===== config.mk =====
export PLATFORM = sky130hd
export DESIGN_NAME = rc5kx_round
export DESIGN_NICKNAME = d
export VERILOG_FILES = /design/src/rtl/rc5kx_pkg.sv /design/src/rtl/rc5kx_add3.sv /design/src/rtl/rc5kx_rotl_fixed.sv /design/src/rtl/rc5kx_barrel_rotl.sv /design/src/rtl/rc5kx_round.sv
export SDC_FILE = /design/constraint.sdc
export NUM_CORES = 1
export LEC_CHECK = 0
export BUFFER_PORTS_ARGS = -buffer_cell sky130_fd_sc_hd__buf_2
export CAP_MARGIN = 0
export CORE_ASPECT_RATIO = 1.4
export CORE_MARGIN = 5
export CORE_UTILIZATION = 45
export CTS_CLUSTER_SIZE = 28
export DETAILED_ROUTE_END_ITERATION = 16
export PLACE_DENSITY = 0.68
export SETUP_SLACK_MARGIN = 0.15
export SLEW_MARGIN = 20
export SYNTH_ARGS = -nofsm -noshare
export SYNTH_HDL_FRONTEND = slang
export SYNTH_SLANG_ARGS = --single-unit

===== constraint.sdc =====
create_clock -name clk -period 5.3 [get_ports clk]
set_input_delay 0.53 -clock clk [delete_from_list [all_inputs] [get_ports clk]]
set_output_delay 0.53 -clock clk [all_outputs]
set_load 0.005 [all_outputs]

===== src/rtl/rc5kx_pkg.sv =====
// Shared constants for the key-schedule mixing round.
// Assumes a power-of-two word width so the rotate amount is a clean bit field.
package rc5kx_pkg;
    localparam int WORD_W_DEF    = 32;
    localparam int FIXED_ROT_DEF = 3;
endpackage


===== src/rtl/rc5kx_add3.sv =====
// Three-operand modular adder: y = a + b + c, wrapping at 2^W.
// Assumes no carry out is needed; pure combinational.
module rc5kx_add3 #(
    parameter int W = 32
) (
    input  logic [W-1:0] a,
    input  logic [W-1:0] b,
    input  logic [W-1:0] c,
    output logic [W-1:0] y
);
    // sum of the three words, carry beyond W discarded
    assign y = a + b + c;
endmodule


===== src/rtl/rc5kx_rotl_fixed.sv =====
// Left rotation by a constant R: wiring only, no gates.
// Assumes 0 < R < W.
module rc5kx_rotl_fixed #(
    parameter int W = 32,
    parameter int R = 3
) (
    input  logic [W-1:0] x,
    output logic [W-1:0] y
);
    // rewire: low bits move up, top R bits wrap to the bottom
    assign y = {x[W-1-R:0], x[W-1 -: R]};
endmodule


===== src/rtl/rc5kx_barrel_rotl.sv =====
// Logarithmic left rotator: stage k rotates by 2^k when amt[k] is set.
// Assumes W is a power of two and SHW = log2(W).
module rc5kx_barrel_rotl #(
    parameter int W   = 32,
    parameter int SHW = 5
) (
    input  logic [W-1:0]   x,
    input  logic [SHW-1:0] amt,
    output logic [W-1:0]   y
);
    logic [W-1:0] stg [0:SHW];

    assign stg[0] = x;

    for (genvar k = 0; k < SHW; k++) begin : g_lvl
        localparam int M = 1 << k;
        // conditional rotate by M positions
        assign stg[k+1] = amt[k] ? {stg[k][W-1-M:0], stg[k][W-1 -: M]} : stg[k];
    end

    assign y = stg[SHW];

    logic [2*W-1:0] dbl_ref;
    // reference rotate built from a double-width shift, for the check below
    always_comb begin
        dbl_ref = {x, x} << amt;
        a_r2_rotator_matches: assert (y == dbl_ref[2*W-1:W])
            else $error("R2: log rotator disagrees with shift reference");
    end
endmodule


===== src/rtl/rc5kx_round.sv =====
// One mixing step of the key schedule, two register stages.
// Stage 1: A' = rotl(S + A + B, FIXED_ROT); B and L carried along.
// Stage 2: B' = rotl(L + A' + B, (A' + B)[SHW-1:0]).
// Assumes the caller handles tables and sequencing; only valid bits are reset.
module rc5kx_round
    import rc5kx_pkg::*;
#(
    parameter int              WORD_W      = WORD_W_DEF,
    parameter int              FIXED_ROT   = FIXED_ROT_DEF,
    parameter bit              USE_CONST_S = 1'b0,
    parameter logic [WORD_W-1:0] S_CONST   = 32'hB7E1_5163
) (
    input  logic              clk,
    input  logic              rst_n,
    input  logic              in_valid,
    input  logic [WORD_W-1:0] a_in,
    input  logic [WORD_W-1:0] b_in,
    input  logic [WORD_W-1:0] s_in,
    input  logic [WORD_W-1:0] l_in,
    output logic              out_valid,
    output logic [WORD_W-1:0] a_out,
    output logic [WORD_W-1:0] b_out
);
    localparam int SHW = $clog2(WORD_W);

    logic [WORD_W-1:0] s_eff, sum1, a_new;
    logic [WORD_W-1:0] a_st1, b_st1, l_st1;
    logic              v_st1;
    logic [WORD_W-1:0] ab_sum, sum2, b_new;

    // table operand: live input or fixed constant
    assign s_eff = USE_CONST_S ? S_CONST : s_in;

    rc5kx_add3 #(.W(WORD_W)) u_add_a (.a(s_eff), .b(a_in), .c(b_in), .y(sum1));
    rc5kx_rotl_fixed #(.W(WORD_W), .R(FIXED_ROT)) u_rot_a (.x(sum1), .y(a_new));

    // stage 1 valid pipeline bit
    always_ff @(posedge clk) begin
        if (!rst_n) v_st1 <= 1'b0;
        else        v_st1 <= in_valid;
    end

    // stage 1 data capture, enabled by valid
    always_ff @(posedge clk) begin
        if (in_valid) begin
            a_st1 <= a_new;
            b_st1 <= b_in;
            l_st1 <= l_in;
        end
    end

    // rotation source: A' + B, wrapping
    assign ab_sum = a_st1 + b_st1;

    rc5kx_add3 #(.W(WORD_W)) u_add_b (.a(l_st1), .b(a_st1), .c(b_st1), .y(sum2));
    rc5kx_barrel_rotl #(.W(WORD_W), .SHW(SHW)) u_rot_b (
        .x(sum2), .amt(ab_sum[SHW-1:0]), .y(b_new));

    // stage 2 valid pipeline bit
    always_ff @(posedge clk) begin
        if (!rst_n) out_valid <= 1'b0;
        else        out_valid <= v_st1;
    end

    // stage 2 data capture, enabled by valid
    always_ff @(posedge clk) begin
        if (v_st1) begin
            a_out <= a_st1;
            b_out <= b_new;
        end
    end

    a_r1_stage1_sum: assert property (@(posedge clk) disable iff (!rst_n)
        in_valid |=> ({a_st1[FIXED_ROT-1:0], a_st1[WORD_W-1:FIXED_ROT]} ==
                      $past(s_eff + a_in + b_in)))
        else $error("R1: stage-1 A' does not unrotate to S+A+B");

    a_r4_valid_latency: assert property (@(posedge clk) disable iff (!rst_n)
        ($past(rst_n) && $past(rst_n, 2)) |-> (out_valid == $past(in_valid, 2)))
        else $error("R4: out_valid is not in_valid delayed by two");

    a_r6_reset_clears: assert property (@(posedge clk)
        !rst_n |=> !out_valid)
        else $error("R6: out_valid set after reset edge");

    a_r2_a_passthru: assert property (@(posedge clk) disable iff (!rst_n)
        out_valid |-> (a_out == $past(a_st1)))
        else $error("R2: stage-2 A' not carried from stage 1");
endmodule


==> results.cfg, run 1 <==
[critical_path]
crit_fanout = 6
path_class = reg -> reg
r2r_cells = 15
rrSetupSlack_ps = 500
reg2reg_from = a_st1[1]
timing.rr.end = b_out[5]
crit_arrival_ps = 4980
path_cells = fa_1 > ha_1 > inv_1 > fa_1 > nand2b_1 > a21oi_1 > nor3b_2 > o21ai_1 > o211ai_1 > a21oi_1 > nor2_1 > mux4_2 > a21bo_2 > mux2_2 > mux2_2
path_buf_inv = 1
crit_path_top_delay_cell = fa_1
cp.required_ps = 5480
endpoint_kind = flop
startpoint = a_st1[1]
slowest_delay_ps = 570
path_delay_family = compound AO/OA/AOI/OAI gates
startpoint_type = flop

[global_route]
grt_pass1_vias = 9238
grt_overflow_total = 0
track_usage = 0.203
grt_pass1_wl_um = 48200
grt_max_degree = 54
antenna_found_initial = 1

[place]
io_buffers = 195
gp_congestion = 0.908
hpwl_um = 24700

[synth]
synth.largest_area_cell = edfxtp_1
ys.flop_type = edfxtp_1
synth.most_common_cell = edfxtp_1
synth_common_cells = 160 x edfxtp_1, 78 x nand2_1, 65 x ha_1
synth_area_per_cell_um2 = 11.4
synth-edff-count = 160
synth_top_area_frac = 0.399
async_flop_share = 0
synth.distinct_cells = 74
syn_nets = 1316
ys_seq_elements = 162
syn-cell-area_um2 = 12000
synthTopCellsByArea = edfxtp_1 40%, fa_1 11%, ha_1 6.8%
yosysWarnings = 0
ys_seq_area_frac = 0.402
synthCells = 1056

[finish]
area_growth_pct = 15.9
final_nets = 1500
drive_above_1_share = 0.247

[clocking]
cts_tree = yes
cts_htree_levels = 4
clock-sinks = 162
insertion_delay_ps = 440
clockBufferDepth = 2
cts-root-buf = clkbuf_16
cts_buffers = 17
cts_resized = 0
postCtsSetupBuffers = 0
clk_pin_slew_ps = 70
cts_hold_buf = 0

[timing]
final.min_clock_period_ps = 4800
period_share = 0.906
setup-violations-final = 0
fmax_ghz = 0.208
rsz0062_at_grt = false
tightestPinTransition_ps = 1020
maxSlewViolCount = 0
hold_viol_final = 0
tns_ps = 0
skew_ps = 13.3
slew_headroom = 0.317

[power]
irDropWorstVdd_uv = 317
finalPower_mw = 9.59
power_density_nw_per_um2 = 687
leakagePower_nw = 5.71

[job]
drv_cap = 0

[detailed_routing]
antenna_left = 0
detail_route.wl_per_cell_um = 19.4
vias_per_cell = 5.79
vias = 9129
first_pass_iters = 6
top_layer_used = met4
drc = 0
wl_met3_um = 1140
wl_um = 30500
drt_iter0_drc = 617
routedLengthMet1_um = 12100
dr_wl_met2_um = 16200

[floorplanning]
io_pins = 196
die_h_um = 204
fp.dieArea_um2 = 30200
core-area_um2 = 26300
die_w_um = 148
initial_utilization = 0.458
num_rows = 70

[hold_path]
hp-class = in -> reg
whs_endpoint = l_st1[21]
hp-start = l_in[21]
whs_path_depth = 1

[status]
status = finished clean
## stage by stage
step                cells  utilization  cell area [um^2]  hold slack (ps)  setup slack (ps)
finish               1578        0.531             14000              263               499
global route         1578        0.531             14000              236               218
CTS                  1577        0.531             14000              233               488
detailed placement   1545        0.510             13400              441               408
global placement     1545        0.510             13400              440               456
floorplan            1056            -             12000              433               154
## how the worst max path moves through the flow
stage | slack [ps] | cells after the start | endpoint
after floorplan | 150 | 21 | b_out[5]
after global placement | 460 | 12 | a_st1[1]
after detailed placement | 410 | 12 | a_st1[1]
after CTS | 490 | 15 | b_out[5]
after global routing | 220 | 15 | b_out[31]
final | 500 | 15 | b_out[5]
## cell families (layout without fill, tap and decap cells)
| family | after synthesis | count (layout) | synth area share |
|---|---|---|---|
| buffers and inverters | 73 | 270 | 0.0230 |
| adders and majority gates | 129 | 129 | 0.174 |
| other | 0 | 1 | 0 |
| AOI/OAI and AO/OA | 300 | 300 | 0.176 |
| muxes | 78 | 78 | 0.0792 |
| and+or+nand+nor | 254 | 254 | 0.102 |
| DFF | 162 | 162 | 0.402 |
| xor gates and xnor gates | 60 | 60 | 0.0436 |
## report_power, final
part           internal (mW)  total [mW]  switching [mW]  leakage (nW)
registers               1.91        2.04           0.131          1.56
logic                   2.68        6.39            3.70          3.89
clock network          0.614        1.16           0.547         0.263
## state kept, by name, summed over array words and instances, names as in the netlist
name and flops:
v_st1 1, b_st1 32, l_st1 32, b_out 32
out_valid 1, a_out 32, a_st1 32
## cell usage in the layout (no fill, tap or decap), types with 39 or more instances in the layout
master / synthesis / final
a21o_1: 43 / 43
ha_1: 65 / 65
fa_1: 64 / 64
edfxtp_1: 160 / 160
o21ai_0: 47 / 47
mux2i_1: 39 / 39
a21oi_1: 61 / 60
buf_2: 2 / 194
nand2_1: 78 / 78
nor2_1: 60 / 60
## cell type report
type / instances / area (um^2)
diodes: 1 / 2.50
clock buffers: 18 / 429
clock inverters: 14 / 120
fillers: 2329 / 12300
inverters: 29 / 109
multi-input cells: 821 / 6960
flip-flops and latches: 162 / 4850
well taps: 324 / 405
repair buffers: 209 / 1080
## per-layer routing
| layer | global-route usage | up-vias |
|---|---|---|
| met5 | 0 | - |
| met4 | 0.0855 | 0 |
| met3 | 0.0293 | 46 |
| met2 | 0.365 | 242 |
| met1 | 0.241 | 4450 |
| li1 | - | 4391 |
Note: power is estimated with default switching activity, not from simulation.
==> inputs of run 2 (changes only) <==
--- a/config.mk
+++ b/config.mk
@@ -12,7 +12,7 @@
 export CORE_UTILIZATION = 45
 export CTS_CLUSTER_SIZE = 28
 export DETAILED_ROUTE_END_ITERATION = 16
-export PLACE_DENSITY = 0.68
+export PLACE_DENSITY = 0.66
 export SETUP_SLACK_MARGIN = 0.15
 export SLEW_MARGIN = 20
 export SYNTH_ARGS = -nofsm -noshare
==> constraint.sdc (replaced) <==
create_clock -name clk -period 6 [get_ports clk]
set_input_delay 0.6 -clock clk [delete_from_list [all_inputs] [get_ports clk]]
set_output_delay 0.6 -clock clk [all_outputs]
set_load 0.005 [all_outputs]
==> run 2 against run 1 <==
Net effect: design area up 0.12%; hold slack better by 56 ps; register-to-register slack better by 470 ps; wire length up 1.6%; cell count down 0.19%; die area unchanged; total power down 12%; setup slack better by 470 ps; combinational power down 12%; count of clock-buffer cells in the layout down 1; clock skew down 2.7 ps; sequential power down 11%.
==> results.cfg, run 2 (synthesized netlist as in run 1, its figures left out) <==
[status]
status = finished clean

[power]
comb_power_share = 0.661
leakagePower_nw = 5.72
finalPower_mw = 8.48
power.share.clock = 0.126
power.switching_fraction = 0.457
seqPwrFrac = 0.213
power_density_nw_per_um2 = 607
irDropWorstVdd_uv = 260
p_sw_mw = 3.88
internal_power_mw = 4.61

[timing]
rsz0062_at_grt = false
maxSlewViolCount = 0
period_share = 0.838
setup_ws_ps = 970
final.min_clock_period_ps = 5030
hold_viol_final = 0
setup-violations-final = 0
tns_ps = 0
tightestPinTransition_ps = 921
skew_ps = 10.7
fmax_ghz = 0.199
slew_headroom = 0.386

[detailed_routing]
wl_um = 31000
antenna_left = 0
drc = 0
detail_route.wl_per_cell_um = 19.7
first_pass_iters = 5
vias_per_cell = 5.70
vias = 8985
drt_iter0_drc = 430

[global_route]
grt_overflow_total = 0
grt_pass1_wl_um = 49000
antenna_found_initial = 0
grt_pass1_vias = 9171
track_usage = 0.209
grt_max_degree = 73

[finish]
regArea_um2 = 4850
drive_above_1_share = 0.245
final_common_cell = buf_2
multi_input_area_um2 = 6980
mostFrequentLayoutCells = 194 x buf_2, 160 x edfxtp_1, 78 x nand2_1, 65 x ha_1, 64 x fa_1
post-route-util = 0.532
fill_cells = 2353
final_nets = 1498
diodes = 0
area_growth_pct = 16.0

[floorplanning]
die_w_um = 148
io_pins = 196
die_h_um = 204
num_rows = 70
fp.dieArea_um2 = 30200
initial_utilization = 0.458
core-area_um2 = 26300

[clocking]
postCtsSetupBuffers = 0
cts_tree = yes
cts_htree_levels = 4
cts_buffers = 17
insertion_delay_ps = 450
clockBufferDepth = 2
cts_resized = 0
cts-root-buf = clkbuf_16
clk_pin_slew_ps = 70
cts_hold_buf = 0
clock-sinks = 162

[hold_path]
whs_path_depth = 1
hp-start = l_in[21]
hp-class = in -> reg

[place]
hpwl_um = 24800
io_buffers = 195
place_ws_ps = 1020
gp_congestion = 0.905

[critical_path]
crit_cells = 15
startpoint = a_st1[1]
startpoint_type = flop
slowest_delay_ps = 620
crit_fanout = 6
crit_arrival_ps = 5220
path_delay_family = compound AO/OA/AOI/OAI gates
r2r_cells = 15
reg2reg_from = a_st1[1]
path_class = reg -> reg
path_cells = fa_1 > ha_1 > inv_1 > fa_1 > nand2b_1 > a21oi_1 > nor3b_2 > o21ai_1 > o211ai_1 > a21oi_1 > nor2_1 > mux4_2 > a21bo_2 > mux2_2 > mux2_2
endpoint_kind = flop
path_buf_inv = 1
cp.required_ps = 6190
crit_path_top_delay_cell = fa_1

[job]
drv_cap = 0
-- run 2: cell types whose count changed in the layout (fill, tap and decap cells not counted), sizes merged --
cell      delta
inv          +3
clkinv       +1
diode        -1
clkbuf       -1
buf          -2
clkinvlp     -3
-- run 2: cell type report --
| cell class | instances | area share |
|---|---|---|
| clock buffers | 17 | 0.0304 |
| clock inverters | 15 | 0.00994 |
| inverters | 29 | 0.00779 |
| multi-input cells | 821 | 0.499 |
| flip-flops and latches | 162 | 0.347 |
| well taps | 324 | 0.0290 |
| repair buffers | 207 | 0.0765 |
-- run 2: power groups by stage --
stage	Clock (mW)	Combinational (mW)	Sequential, mW
global route	1.14	6.18	1.84
floorplan	0	4.07	1.83
global placement	0	5.49	1.84
detailed placement	0	5.55	1.84
finish	1.07	5.61	1.81
CTS	1.09	5.59	1.82
-- run 2: per-stage QoR --
step,cell area (um^2),hold WS [ps],cells
global placement,13400,464,1543
floorplan,12000,433,1056
CTS,14000,304,1575
finish,14000,320,1575
detailed placement,13400,469,1543
global route,14000,300,1575
-- run 2: path summary, 6_finish.rpt --
kind,slack (ps),end
min,320,l_st1[21]
max,970,b_out[5]
max reg2reg,970,b_out[5]
min reg2reg,490,a_out[0]
-- run 2: worst reg2reg max path: stages (launching register included) --
cell      delay, ps
edfxtp_1        560
fa_1            630
ha_1            220
inv_1            70
fa_1            390
nand2b_1        180
a21oi_1         230
nor3b_2         100
o21ai_1         390
o211ai_1        260
a21oi_1         350
nor2_1           90
mux4_2          520
a21bo_2         260
mux2_2          270
mux2_2          270
-- run 2: per-layer routing --
metal,share of wire,vias up,global-route usage
met4,0.034,0,0.0862
met3,0.034,45,0.0300
li1,-,4398,-
met5,0,-,0
met1,0.40,4311,0.248
met2,0.53,231,0.377
